<file path="config.mk">
export PLATFORM = sky130hd
export DESIGN_NAME = axil_apb_bridge
export DESIGN_NICKNAME = d
export VERILOG_FILES = /design/src/rtl/axil_apb_bridge.sv
export SDC_FILE = /design/constraint.sdc
export NUM_CORES = 1
export LEC_CHECK = 0
export ABC_AREA = 1
export ABC_CLOCK_PERIOD_IN_PS = 1700
export BUFFER_PORTS_ARGS = -buffer_cell sky130_fd_sc_hd__buf_2
export CAP_MARGIN = 20
export CORE_MARGIN = 2
export CORE_UTILIZATION = 41
export CTS_CLUSTER_SIZE = 40
export DETAILED_ROUTE_END_ITERATION = 7
export PLACE_DENSITY_LB_ADDON = 0.15
export SYNTH_ARGS = -nofsm -noshare
export SYNTH_HDL_FRONTEND = slang
export SYNTH_SLANG_ARGS = --single-unit
</file>
<file path="constraint.sdc">
create_clock -name clk -period 1.7 [get_ports clk]
set_input_delay 0.17 -clock clk [delete_from_list [all_inputs] [get_ports clk]]
set_output_delay 0.17 -clock clk [all_outputs]
set_load 0.03 [all_outputs]
</file>
<file path="src/rtl/axil_apb_bridge.sv">
module axil_apb_bridge #(
  parameter int ADDR_W = 32,
  parameter int DATA_W = 32
) (
  input  logic              clk,
  input  logic              rst_n,
  input  logic [ADDR_W-1:0] axi_awaddr,
  input  logic              axi_awvalid,
  output logic              axi_awready,
  input  logic [DATA_W-1:0] axi_wdata,
  input  logic              axi_wvalid,
  output logic              axi_wready,
  output logic [1:0]        axi_bresp,
  output logic              axi_bvalid,
  input  logic              axi_bready,
  input  logic [ADDR_W-1:0] axi_araddr,
  input  logic              axi_arvalid,
  output logic              axi_arready,
  output logic [DATA_W-1:0] axi_rdata,
  output logic [1:0]        axi_rresp,
  output logic              axi_rvalid,
  input  logic              axi_rready,
  output logic              apb_sel,
  output logic              apb_en,
  output logic [ADDR_W-1:0] apb_addr,
  output logic              apb_write,
  output logic [DATA_W-1:0] apb_wdata,
  input  logic [DATA_W-1:0] apb_rdata,
  input  logic              apb_ready,
  input  logic              apb_err
);

  localparam logic [1:0] RESP_OK  = 2'b00;
  localparam logic [1:0] RESP_ERR = 2'b10;

  typedef enum logic [1:0] {ST_IDLE, ST_SETUP, ST_ACCESS} state_t;

  state_t            st;
  logic              aw_have, w_have, ar_have;
  logic [ADDR_W-1:0] aw_q, ar_q;
  logic [DATA_W-1:0] w_q;
  logic              cur_wr, last_wr;
  logic              bvalid_q, rvalid_q;
  logic [1:0]        bresp_q, rresp_q;
  logic [DATA_W-1:0] rdata_q;
  logic [ADDR_W-1:0] addr_q;
  logic [DATA_W-1:0] wdata_q;

  logic wr_pend, rd_pend, pick_wr, done;

  assign wr_pend = aw_have & w_have & ~bvalid_q;
  assign rd_pend = ar_have & ~rvalid_q;
  assign pick_wr = wr_pend & (~rd_pend | ~last_wr);
  assign done    = (st == ST_ACCESS) & apb_ready;

  assign axi_awready = ~aw_have;
  assign axi_wready  = ~w_have;
  assign axi_arready = ~ar_have;
  assign axi_bvalid  = bvalid_q;
  assign axi_bresp   = bresp_q;
  assign axi_rvalid  = rvalid_q;
  assign axi_rresp   = rresp_q;
  assign axi_rdata   = rdata_q;

  assign apb_sel   = (st != ST_IDLE);
  assign apb_en    = (st == ST_ACCESS);
  assign apb_addr  = addr_q;
  assign apb_write = cur_wr;
  assign apb_wdata = wdata_q;

  always_ff @(posedge clk) begin
    if (!rst_n) begin
      aw_have <= 1'b0;
      w_have  <= 1'b0;
      aw_q    <= '0;
      w_q     <= '0;
    end else begin
      if (axi_awvalid && !aw_have) begin
        aw_have <= 1'b1;
        aw_q    <= axi_awaddr;
      end
      if (axi_wvalid && !w_have) begin
        w_have <= 1'b1;
        w_q    <= axi_wdata;
      end
      if (bvalid_q && axi_bready) begin
        aw_have <= 1'b0;
        w_have  <= 1'b0;
      end
    end
  end

  always_ff @(posedge clk) begin
    if (!rst_n) begin
      ar_have <= 1'b0;
      ar_q    <= '0;
    end else begin
      if (axi_arvalid && !ar_have) begin
        ar_have <= 1'b1;
        ar_q    <= axi_araddr;
      end
      if (rvalid_q && axi_rready) ar_have <= 1'b0;
    end
  end

  always_ff @(posedge clk) begin
    if (!rst_n) begin
      st      <= ST_IDLE;
      cur_wr  <= 1'b0;
      last_wr <= 1'b0;
      addr_q  <= '0;
      wdata_q <= '0;
    end else begin
      unique case (st)
        ST_IDLE: if (wr_pend || rd_pend) begin
          st      <= ST_SETUP;
          cur_wr  <= pick_wr;
          addr_q  <= pick_wr ? aw_q : ar_q;
          wdata_q <= w_q;
        end
        ST_SETUP:  st <= ST_ACCESS;
        ST_ACCESS: if (apb_ready) begin
          st      <= ST_IDLE;
          last_wr <= cur_wr;
        end
        default:   st <= ST_IDLE;
      endcase
    end
  end

  always_ff @(posedge clk) begin
    if (!rst_n) begin
      bvalid_q <= 1'b0;
      bresp_q  <= RESP_OK;
      rvalid_q <= 1'b0;
      rresp_q  <= RESP_OK;
      rdata_q  <= '0;
    end else begin
      if (bvalid_q && axi_bready) bvalid_q <= 1'b0;
      if (rvalid_q && axi_rready) rvalid_q <= 1'b0;
      if (done && cur_wr) begin
        bvalid_q <= 1'b1;
        bresp_q  <= apb_err ? RESP_ERR : RESP_OK;
      end
      if (done && !cur_wr) begin
        rvalid_q <= 1'b1;
        rresp_q  <= apb_err ? RESP_ERR : RESP_OK;
        rdata_q  <= apb_rdata;
      end
    end
  end

  AST_SETUP_TO_ACCESS: assert property (@(posedge clk) disable iff (!rst_n)
    apb_sel && !apb_en |=> apb_sel && apb_en);
  AST_EN_NEEDS_SEL: assert property (@(posedge clk) disable iff (!rst_n)
    apb_en |-> apb_sel);
  AST_ACCESS_HOLD: assert property (@(posedge clk) disable iff (!rst_n)
    apb_sel && apb_en && !apb_ready |=> apb_sel && apb_en && $stable(apb_addr)
      && $stable(apb_write) && $stable(apb_wdata));
  AST_IDLE_AFTER_DONE: assert property (@(posedge clk) disable iff (!rst_n)
    apb_sel && apb_en && apb_ready |=> !apb_sel);
  AST_WRITE_BOTH_TAKEN: assert property (@(posedge clk) disable iff (!rst_n)
    apb_sel && !apb_en && apb_write |-> !axi_awready && !axi_wready);
  AST_B_HOLD: assert property (@(posedge clk) disable iff (!rst_n)
    axi_bvalid && !axi_bready |=> axi_bvalid && $stable(axi_bresp));
  AST_R_HOLD: assert property (@(posedge clk) disable iff (!rst_n)
    axi_rvalid && !axi_rready |=> axi_rvalid && $stable(axi_rresp) && $stable(axi_rdata));
  AST_NO_AW_WHILE_B: assert property (@(posedge clk) disable iff (!rst_n)
    axi_bvalid |-> !axi_awready && !axi_wready);
  AST_NO_AR_WHILE_R: assert property (@(posedge clk) disable iff (!rst_n)
    axi_rvalid |-> !axi_arready);

endmodule

</file>
==> qor.txt, run 1 <==
STATUS
-----------------------------------------------------------------------------------------------
Status ........................................................................... finished with violations
Violated checks .................................................................. negative hold slack

SYNTH
-----------------------------------------------------------------------------------------------
Most used standard cell by instance count after synthesis ........................       nor2_1
Fraction of synthesis flops using an asynchronous set or reset pin ...............            0
Main synth FF type ...............................................................      dfxtp_1
Synth area leader ................................................................      dfxtp_1
Seq cells post-synth .............................................................          203
Post-synthesis cell count ........................................................        1,066
Area of the mapped netlist .......................................................    7760 um^2
Number of synthesized flops with an enable pin ...................................            0
Area share of the largest cell type after synthesis ..............................        0.523
Portion of the post-synthesis area used by sequential elements ...................        0.523
Number of warnings printed during yosys synthesis ................................            0
Avg Inst Size Synth ..............................................................    7.28 um^2
Most used standard cells in the synthesized netlist .............................. nor2_1, dfxtp_1, o21ai_0, nand2_1, inv_1
Cell variety after synth .........................................................           20
Most area-consuming cells after synthesis ........................................ dfxtp_1, nor2_1, o21ai_0, nand2_1, inv_1

STA
-----------------------------------------------------------------------------------------------
Post-Route Setup TNS .............................................................         0 ns
Final max-slew violation count ...................................................            0
RSZ-0062 raised after global routing .............................................           no
Tightest hold margin .............................................................  -0.00543 ns
Final Hold Violating Endpoints ...................................................            1
Min Tclk post-route ..............................................................      1.52 ns
Post-route clock skew ............................................................    0.0179 ns
Count of final setup violators ...................................................            0
Portion of the clock cycle consumed by the worst path in the final layout ........        0.895
Max Freq .........................................................................      658 MHz

GLOBAL ROUTE
-----------------------------------------------------------------------------------------------
Sum of overflow across all layers after global routing ...........................            0
Overall track demand over capacity in global routing .............................        0.218
Maximum number of pins on one net before global-route repair .....................           83
Number of antenna violations at the first check in global routing ................            0
Number of global-route vias before repair ........................................        7,335
Global-route wire length before repair ...........................................    35,800 um

ROUTE
-----------------------------------------------------------------------------------------------
Post-detailed-route DRC marker count .............................................            0
DRT Pass-1 Iters .................................................................            4
Remaining antenna violation count after routing ..................................            0
Total Wirelength .................................................................    22,700 um
Via density per instance .........................................................         4.64
Number of design-rule violations left by the first detailed-router iteration .....          298
Final routed wire length divided by cell count ...................................      13.7 um
Vias post-DR .....................................................................        7,717

DIE
-----------------------------------------------------------------------------------------------
Initial core utilization .........................................................        0.416
Standard-cell rows ...............................................................           50
Number of top-level design ports .................................................          245
Die Y-Extent .....................................................................       142 um
Area of the die ..................................................................  20,100 um^2
Chip width .......................................................................       142 um
CORE AREA ........................................................................  18,600 um^2

CELLS AND AREA
-----------------------------------------------------------------------------------------------
# nets final .....................................................................        1,548
Area grow syn2layout .............................................................        44.1%
Final Non-Filler Cells ...........................................................        1,662
Share of final-layout standard cells stronger than drive strength 1 ..............        0.219
Final antenna diode count ........................................................            0
Filler instances .................................................................        1,743

HOLD PATH
-----------------------------------------------------------------------------------------------
Worst Hold Class .................................................................       in2reg

CLOCKING
-----------------------------------------------------------------------------------------------
Clock latency on the worst-skew pair .............................................      0.50 ns
Total of hold buffers inserted after clock tree synthesis ........................          129
Clock tree from TritonCTS ........................................................        built
Clock input transition at the sequential cells of the worst setup and hold paths .      0.06 ns
Root buffer cell .................................................................    clkbuf_16
Worst-case clock buffer depth ....................................................            3
Clock sink total .................................................................          203
Number of buffers inserted to repair setup after CTS .............................            0
# H-tree levels ..................................................................            1
Clock buffer count from CTS ......................................................           23
Resize count post-CTS ............................................................            0

SETUP PATH
-----------------------------------------------------------------------------------------------
Endpoint type of the worst setup path ............................................ primary output
Delay of the slowest cell on the worst path ......................................      0.38 ns
Startpoint types .................................................................     register
Cell chain of the critical path .................................................. inv_2 -> nor2_4 -> buf_2
Top fanout value on the critical path ............................................            4
Cell with the largest stage delay on the worst path ..............................      dfxtp_1
Required time at the endpoint of the critical path ...............................      1.53 ns
Worst path arrival time ..........................................................      1.35 ns
Critical Setup Path Class ........................................................      reg2out

PLACE
-----------------------------------------------------------------------------------------------
Placed insts .....................................................................        1,491
Routability congestion estimate ..................................................        0.776
Number of input and output port buffers inserted .................................          242
Detailed placement HPWL ..........................................................    14,000 um

POWER
-----------------------------------------------------------------------------------------------
Maximum VDD drop .................................................................   0.000739 V
Power per unit of standard cell area ............................................. 1140 nW/um^2
Total leakage power ..............................................................      5.25 nW

JOB
-----------------------------------------------------------------------------------------------
Number of max-capacitance violations reported ....................................            0

area by class of cell:
| cell class | count | area, um^2 | area share |
|---|---|---|---|
| Sequential cell | 203 | 4060 | 0.363 |
| Multi-Input combinational cell | 714 | 3050 | 0.272 |
| Timing Repair Buffer | 391 | 2740 | 0.245 |
| Clock buffer | 36 | 684 | 0.0612 |
| Inverter | 78 | 293 | 0.0262 |
| Tap cell | 234 | 293 | 0.0262 |
| Clock inverter | 6 | 61.3 | 0.00548 |
layout by cell type (no fill, tap or decap), drive strengths merged:
cell and instances:
conb 2, clkinvlp 1, inv 79, dfxtp 203
a21oi 38, bufinv 1, nand3 35, nor2 365
clkinv 3, buf 262, clkbuf 36, nand2 107
dlygate4sd3 129, o21ai 165, nand3b 1, a221oi 1
per-layer routing:
metal	track usage	wire [um]	part of all wire
met3	0.0547	1500	0.066
met2	0.393	11100	0.49
met4	0.0458	371	0.016
met5	0	0	0
met1	0.262	9790	0.43
logic make-up (layout without fill, tap and decap cells):
kind of cell / Yosys count / after routing / synth area share
other: 1 / 2 / 0.000483
DFF: 203 / 203 / 0.523
and+or+nand+nor: 508 / 508 / 0.257
buffers and inverters: 150 / 511 / 0.0864
AOI/OAI and AO/OA: 204 / 204 / 0.132
power by group:
part,switching [mW],internal [mW],leakage (nW)
Sequential,0.209,5.21,1.67
Combinational,1.55,0.930,3.22
Clock,1.93,2.92,0.365
Total,3.69,9.05,5.25
per-stage QoR:
stage / util / total power [mW] / area [um^2] / setup WS (ns)
after CTS: 0.600 / 12.9 / 11200 / 0.153
after detailed placement: 0.491 / 7.77 / 9150 / 0.285
final: 0.600 / 12.7 / 11200 / 0.179
after floorplan: - / 7.05 / 7770 / 0.316
after global routing: 0.600 / 13.4 / 11200 / 0.0928
after global placement: 0.491 / 7.74 / 9150 / 0.309
worst paths after layout:
kind,start,end,slack [ns],cells after the start
worst max register to register,st[1]$_SDFFE_PN0P_,axi_rdata[23]$_SDFFE_PN0P_,0.26,6
worst min register to register,axi_bresp[1]$_SDFFE_PN0P_,axi_bresp[1]$_SDFFE_PN0P_,0.45,2
worst max-delay path,st[1]$_SDFFE_PN0P_,apb_en,0.18,3
worst min-delay path,axi_araddr[22],ar_q[22]$_SDFFE_PN0P_,-0.005,3
worst max-delay path, delay by kind of cell, from the launching register on:
family                 cells  cell delay, ns
AND/OR/NAND/NOR            1            0.13
buffers and inverters      2            0.33
flip-flops                 1            0.38
state kept, by name, indices dropped and copies added (netlist names), 2 cells and up:
| signal | cells |
|---|---|
| st | 2 |
| aw_q | 32 |
| w_q | 32 |
| axi_rdata | 32 |
| apb_wdata | 32 |
| apb_addr | 32 |
| ar_q | 32 |
Note: power is estimated with default switching activity, not from simulation.
==> run 2, diff against run 1 <==
Settings changed: ABC_CLOCK_PERIOD_IN_PS 1700 to 1800.
Clock period 1.7 ns to 1.8 ns, I/O delays scaled along.
==> run 2 against run 1 <==
- the run now ends clean
- worst hold slack gained 0.030 ns
- core utilization about the same
- global-route usage grew 0.086 points
- critical path depth is the same
- final cell count is 0.18% lower
- register-to-register slack better by 0.07 ns
- combinational power decreased by 5%
- sequential power fell by 5.7%
- power decreased by 6.7%
- clock skew is 0.0094 ns lower
- routed wire length down 1.2%
- largest cell class unchanged
- largest power group unchanged
- highest routed layer unchanged
==> qor.txt, run 2 (synthesis results as in run 1) <==
STA
-----------------------------------------------------------------------------------------------
Post-Route Setup TNS .............................................................         0 ns   unchanged
Final max-slew violation count ...................................................            0   unchanged
RSZ-0062 raised after global routing .............................................           no
Max Freq .........................................................................      657 MHz
Tightest hold margin .............................................................    0.0248 ns   +0.0302 ns
Count of final setup violators ...................................................            0   unchanged
Portion of the clock cycle consumed by the worst path in the final layout ........        0.845
Slew margin rel. .................................................................        0.651
Worst Tran Pin Value .............................................................     0.522 ns
Min Tclk post-route ..............................................................      1.52 ns
Final Hold Violating Endpoints ...................................................            0   -1
Post-route clock skew ............................................................   0.00857 ns   -0.00936 ns

SETUP PATH
-----------------------------------------------------------------------------------------------
CP top delay family ..............................................................   flip-flops
Required time at the endpoint of the critical path ...............................      1.62 ns   +0.09 ns
Top fanout value on the critical path ............................................            4   unchanged
Buf+Inv Stages, Crit Path ........................................................            2   unchanged
Cell chain of the critical path .................................................. inv_2 -> nor2_4 -> buf_2
Cell with the largest stage delay on the worst path ..............................      dfxtp_1
Critical Setup Path Class ........................................................      reg2out
Delay of the slowest cell on the worst path ......................................      0.39 ns   about the same
Startpoint types .................................................................     register
Worst path arrival time ..........................................................      1.34 ns   about the same
Endpoint type of the worst setup path ............................................ primary output

PLACE
-----------------------------------------------------------------------------------------------
Cell area reported after detailed placement ......................................    9220 um^2   +0.82%
Placed insts .....................................................................        1,496   +0.34%
Routability congestion estimate ..................................................        0.802   +3.4%
Number of input and output port buffers inserted .................................          242   unchanged
Detailed placement HPWL ..........................................................    14,100 um   +0.66%

DIE
-----------------------------------------------------------------------------------------------
Area of the die ..................................................................  20,100 um^2   unchanged
Initial core utilization .........................................................        0.416   unchanged
Number of top-level design ports .................................................          245   unchanged
Die Y-Extent .....................................................................       142 um   unchanged
CORE AREA ........................................................................  18,600 um^2   unchanged
Chip width .......................................................................       142 um   unchanged
Standard-cell rows ...............................................................           50   unchanged

GLOBAL ROUTE
-----------------------------------------------------------------------------------------------
Number of global-route vias before repair ........................................        7,315   -0.27%
Overall track demand over capacity in global routing .............................        0.218   +0.000855
Number of antenna violations at the first check in global routing ................            0   unchanged
Sum of overflow across all layers after global routing ...........................            0   unchanged
Global-route wire length before repair ...........................................    35,800 um   about the same
Maximum number of pins on one net before global-route repair .....................           53   -36%

ROUTE
-----------------------------------------------------------------------------------------------
Remaining antenna violation count after routing ..................................            0   unchanged
Via density per instance .........................................................         4.66   +0.26%
Total Wirelength .................................................................    22,500 um   -1.2%
DRT Pass-1 Iters .................................................................            4   unchanged
Number of design-rule violations left by the first detailed-router iteration .....          285   -4.4%
Vias post-DR .....................................................................        7,723   +0.078%
Final routed wire length divided by cell count ...................................      13.5 um   -1.0%
Post-detailed-route DRC marker count .............................................            0   unchanged

CELLS AND AREA
-----------------------------------------------------------------------------------------------
Share of final-layout standard cells stronger than drive strength 1 ..............        0.223   +0.00397
Final Non-Filler Cells ...........................................................        1,659   -0.18%
Final instance area ..............................................................  11,200 um^2   about the same
Commonest non-fill, non-tap cell in the layout ...................................       nor2_1
Area grow syn2layout .............................................................        44.1%   about the same
# nets final .....................................................................        1,548   unchanged
Final antenna diode count ........................................................            0   unchanged
Most frequent cells in the layout ................................................ nor2_1, buf_2, dfxtp_1, o21ai_0, dlygate4sd3_1

POWER
-----------------------------------------------------------------------------------------------
Maximum VDD drop .................................................................   0.000622 V   -16%
Power per unit of standard cell area ............................................. 1060 nW/um^2   -6.7%
Total leakage power ..............................................................      5.27 nW   +0.28%
Total power draw .................................................................      11.9 mW   -6.7%

CLOCKING
-----------------------------------------------------------------------------------------------
Worst-case clock buffer depth ....................................................            3   unchanged
Clock latency on the worst-skew pair .............................................      0.49 ns   about the same
Clock sink total .................................................................          203   unchanged
Number of buffers inserted to repair setup after CTS .............................            0   unchanged
Clock buffer count from CTS ......................................................           22   -4.3%
Root buffer cell .................................................................    clkbuf_16
Clock input transition at the sequential cells of the worst setup and hold paths .      0.06 ns   about the same
Clock tree from TritonCTS ........................................................        built
# H-tree levels ..................................................................            1   unchanged

JOB
-----------------------------------------------------------------------------------------------
Number of max-capacitance violations reported ....................................            0   unchanged

HOLD PATH
-----------------------------------------------------------------------------------------------
Worst Hold Class .................................................................       in2reg

STATUS
-----------------------------------------------------------------------------------------------
Status ........................................................................... finished, final reports clean

==> run 2: stage by stage <==
stage,utilization,setup WS [ns]
after floorplan,-,0.416
after global placement,0.495,0.318
after detailed placement,0.495,0.331
after CTS,0.600,0.252
after global routing,0.600,0.196
final,0.600,0.279
==> run 2: path summary, 6_finish.rpt <==
check                        start               endpoint  slack (ns)  cells after the start
min reg2reg  ar_q[31]$_SDFFE_PN0P_  ar_q[31]$_SDFFE_PN0P_        0.45                      2
min                 axi_araddr[30]  ar_q[30]$_SDFFE_PN0P_        0.02                      3
max             st[1]$_SDFFE_PN0P_                 apb_en        0.28                      3
max reg2reg   ar_have$_SDFFE_PP0P_   ar_q[3]$_SDFFE_PN0P_        0.33                      5
==> run 2: final cells by class <==
class	count	area, um^2
fill	1728	7450
sequential	203	4060
multi-input combinational	714	3050
timing repair buffer	392	2780
clock buffer	31	656
inverter	78	293
tap	234	293
clock inverter	7	60.1
==> run 2: metal layers <==
layer	GRT usage	vias up	routed length (um)	share of wire
met5	0	-	0	0
met4	0.0468	0	316	0.014
met3	0.0506	25	1640	0.073
met2	0.392	236	10900	0.48
met1	0.267	3444	9640	0.43
li1	-	4018	-	-
==> run 2: report_power, final <==
| group | switching (mW) | internal [mW] |
|---|---|---|
| registers | 0.188 | 4.92 |
| clock network | 1.75 | 2.67 |
| logic | 1.47 | 0.890 |
==> run 2: tightest hold or removal path, stage by stage <==
cell     delay [ns]
buf_2          0.10
o21ai_0        0.09
a21oi_1        0.11
==> run 2: timing repair <==
| item | CTS | global route |
|---|---|---|
| endpoints found under the setup margin | 0 | 0 |
| hold endpoints to repair | 127 | 0 |
| resized for setup | 0 | 0 |
| hold buffers | 125 | 0 |
==> run 3, diff against run 2 <==
Settings changed: ABC_CLOCK_PERIOD_IN_PS 1800 to 1550.
Clock period 1.8 ns to 1.55 ns, I/O delays scaled along.
==> run 3 against run 2 <==
- design area rose by 0.77%
- core utilization rose by 0.46 points
- clock power rose by 18%
- sequential share of layout area fell by 0.28 points
- register-to-register slack got worse by 0.15 ns
- first-iteration DRC count rose by 9.1%
- global-route usage fell by 0.38 points
- flip-flop and latch count did not move
- non-clock buffer count rose by 9
- final cell count rose by 0.78%
- via count rose by 1.2%
- power rose by 17%
- largest cell class unchanged
- highest routed layer unchanged
==> qor.txt, run 3 (synthesis results as in run 1) <==
PLACE
-----------------------------------------------------------------------------------------------
Number of input and output port buffers inserted .................................          242   unchanged
Detailed placement HPWL ..........................................................    14,200 um   +0.10%
Routability congestion estimate ..................................................        0.766   -4.5%
Placed insts .....................................................................        1,498   +0.13%
Setup slack after placement ......................................................     0.130 ns   -0.200 ns
Cell area reported after detailed placement ......................................    9210 um^2   -0.11%

SETUP PATH
-----------------------------------------------------------------------------------------------
Reg2Reg Setup Slack ..............................................................      0.18 ns   -0.15 ns
Top fanout value on the critical path ............................................            5   +1
Worst r2r path cells .............................................................            7   +2
Worst path arrival time ..........................................................      1.36 ns   +0.02 ns
End point of the critical path ...................................................       apb_en
Reg-to-Reg End ................................................................... apb_addr[9]$_SDFFE_PN0P_
Beginning of the critical path ................................................... st[1]$_SDFFE_PN0P_
Required time at the endpoint of the critical path ...............................      1.39 ns   -0.23 ns
Worst R2R Start .................................................................. axi_rvalid$_SDFFE_PN0P_
Critical Setup Path Class ........................................................      reg2out
Endpoint type of the worst setup path ............................................ primary output
Startpoint types .................................................................     register

STA
-----------------------------------------------------------------------------------------------
Tightest hold margin .............................................................    0.0256 ns   +0.000758 ns
Portion of the clock cycle consumed by the worst path in the final layout ........        0.974
Max Freq .........................................................................      662 MHz
Final max-slew violation count ...................................................            0   unchanged
Final worst setup slack ..........................................................    0.0396 ns   -0.239 ns
Post-route clock skew ............................................................   0.00892 ns   +0.000351 ns
Min Tclk post-route ..............................................................      1.51 ns
Count of final setup violators ...................................................            0   unchanged
RSZ-0062 raised after global routing .............................................          yes
Final Hold Violating Endpoints ...................................................            0   unchanged

DIE
-----------------------------------------------------------------------------------------------
Area of the die ..................................................................  20,100 um^2   unchanged
Number of top-level design ports .................................................          245   unchanged
CORE AREA ........................................................................  18,600 um^2   unchanged
Chip width .......................................................................       142 um   unchanged
Initial core utilization .........................................................        0.416   unchanged
Die Y-Extent .....................................................................       142 um   unchanged
Standard-cell rows ...............................................................           50   unchanged

POWER
-----------------------------------------------------------------------------------------------
Total leakage power ..............................................................      5.31 nW   +0.78%
Maximum VDD drop .................................................................   0.000803 V   +29%
Power per unit of standard cell area ............................................. 1230 nW/um^2   +16%

ROUTE
-----------------------------------------------------------------------------------------------
Total Wirelength .................................................................    22,900 um   +1.7%
Post-detailed-route DRC marker count .............................................            0   unchanged
Number of design-rule violations left by the first detailed-router iteration .....          311   +9.1%
Remaining antenna violation count after routing ..................................            0   unchanged
DRT Pass-1 Iters .................................................................            4   unchanged
Via density per instance .........................................................         4.68   +0.46%
Vias post-DR .....................................................................        7,819   +1.2%
Final routed wire length divided by cell count ...................................      13.7 um   +0.94%

CLOCKING
-----------------------------------------------------------------------------------------------
Clock input transition at the sequential cells of the worst setup and hold paths .      0.06 ns   about the same
# H-tree levels ..................................................................            1   unchanged
Clock latency on the worst-skew pair .............................................      0.49 ns   about the same
Clock sink total .................................................................          203   unchanged
Clock tree from TritonCTS ........................................................        built
Worst-case clock buffer depth ....................................................            3   unchanged
Root buffer cell .................................................................    clkbuf_16
Clock buffer count from CTS ......................................................           23   +4.5%

STATUS
-----------------------------------------------------------------------------------------------
Status ........................................................................... finished, final reports clean

GLOBAL ROUTE
-----------------------------------------------------------------------------------------------
Overall track demand over capacity in global routing .............................        0.215   -0.00376
Sum of overflow across all layers after global routing ...........................            0   unchanged
Number of antenna violations at the first check in global routing ................            0   unchanged
Number of global-route vias before repair ........................................        7,206   -1.5%
Maximum number of pins on one net before global-route repair .....................           80   +51%
Global-route wire length before repair ...........................................    35,300 um   -1.5%

CELLS AND AREA
-----------------------------------------------------------------------------------------------
Commonest non-fill, non-tap cell in the layout ...................................       nor2_1
# nets final .....................................................................        1,559   +0.71%
Final instance area ..............................................................  11,300 um^2   +0.77%
Most frequent cells in the layout ................................................ nor2_1, buf_2, dfxtp_1, o21ai_0, dlygate4sd3_1
Final antenna diode count ........................................................            0   unchanged
Share of final-layout standard cells stronger than drive strength 1 ..............        0.226   +0.00285
Area grow syn2layout .............................................................        45.3%
Final Non-Filler Cells ...........................................................        1,672   +0.78%

JOB
-----------------------------------------------------------------------------------------------
Number of max-capacitance violations reported ....................................            0   unchanged

HOLD PATH
-----------------------------------------------------------------------------------------------
Worst Hold Class .................................................................       in2reg

## run 3: cell count changes in the layout (fill, tap and decap cells not counted)
cell | previous run | this run
buf_4 | 16 | 23
dlygate4sd3_1 | 125 | 130
buf_12 | 10 | 8
buf_2 | 241 | 240
clkbuf_1 | 3 | 4
clkinv_2 | 6 | 7
inv_6 | 0 | 1
nand3b_2 | 0 | 1
## run 3: what timing repair did
action                     CTS  global route
hold endpoints to repair   132             0
setup endpoints to repair    0             6
hold buffers               130             0
setup buffers                0             2
gates resized for setup      0             2
## run 3: how the worst min path moves through the flow
| stage | start | endpoint | slack [ns] | cells after the start |
|---|---|---|---|---|
| floorplan | axi_rready | ar_have$_SDFFE_PP0P_ | 0.27 | 1 |
| global placement | axi_rready | ar_have$_SDFFE_PP0P_ | 0.38 | 2 |
| detailed placement | axi_rready | ar_have$_SDFFE_PP0P_ | 0.38 | 2 |
| CTS | apb_ready | last_wr$_SDFFE_PN0P_ | 0.02 | 4 |
| global route | axi_araddr[30] | ar_q[30]$_SDFFE_PN0P_ | 0.07 | 3 |
| finish | axi_araddr[30] | ar_q[30]$_SDFFE_PN0P_ | 0.03 | 3 |
## run 3: report_power, final
part           total (mW)  internal, mW  switching, mW
logic                2.76          1.05           1.71
registers            5.94          5.71          0.228
clock network        5.21          3.13           2.08
## run 3: stage by stage
stage | util | total power, mW | TNS (ns)
final | 0.605 | 13.9 | 0
after global routing | 0.605 | 14.6 | -0.00927
after CTS | 0.603 | 14.1 | 0
after detailed placement | 0.494 | 8.55 | 0
after global placement | 0.494 | 8.52 | 0
after floorplan | - | 7.74 | 0
## run 3: layout make-up
class                   count  area, um^2
multi-input cells         715        3060
repair buffers            401        2840
well taps                 234         293
inverters                  78         293
clock buffers              32         659
clock inverters             9        73.8
fillers                  1737        7370
flip-flops and latches    203        4060
## run 3: routing by layer
layer  vias up  track usage  part of all wire
met2       227        0.386              0.49
met4         0       0.0495             0.013
met5         -            0                 0
met3        26       0.0496             0.068
met1      3523        0.261              0.43
li1       4043            -                 -
## run 3: critical path, cell delays in order, from the launching register on
cell	delay [ns]
dfxtp_1	0.38
inv_2	0.07
nor2_4	0.19
buf_4	0.23
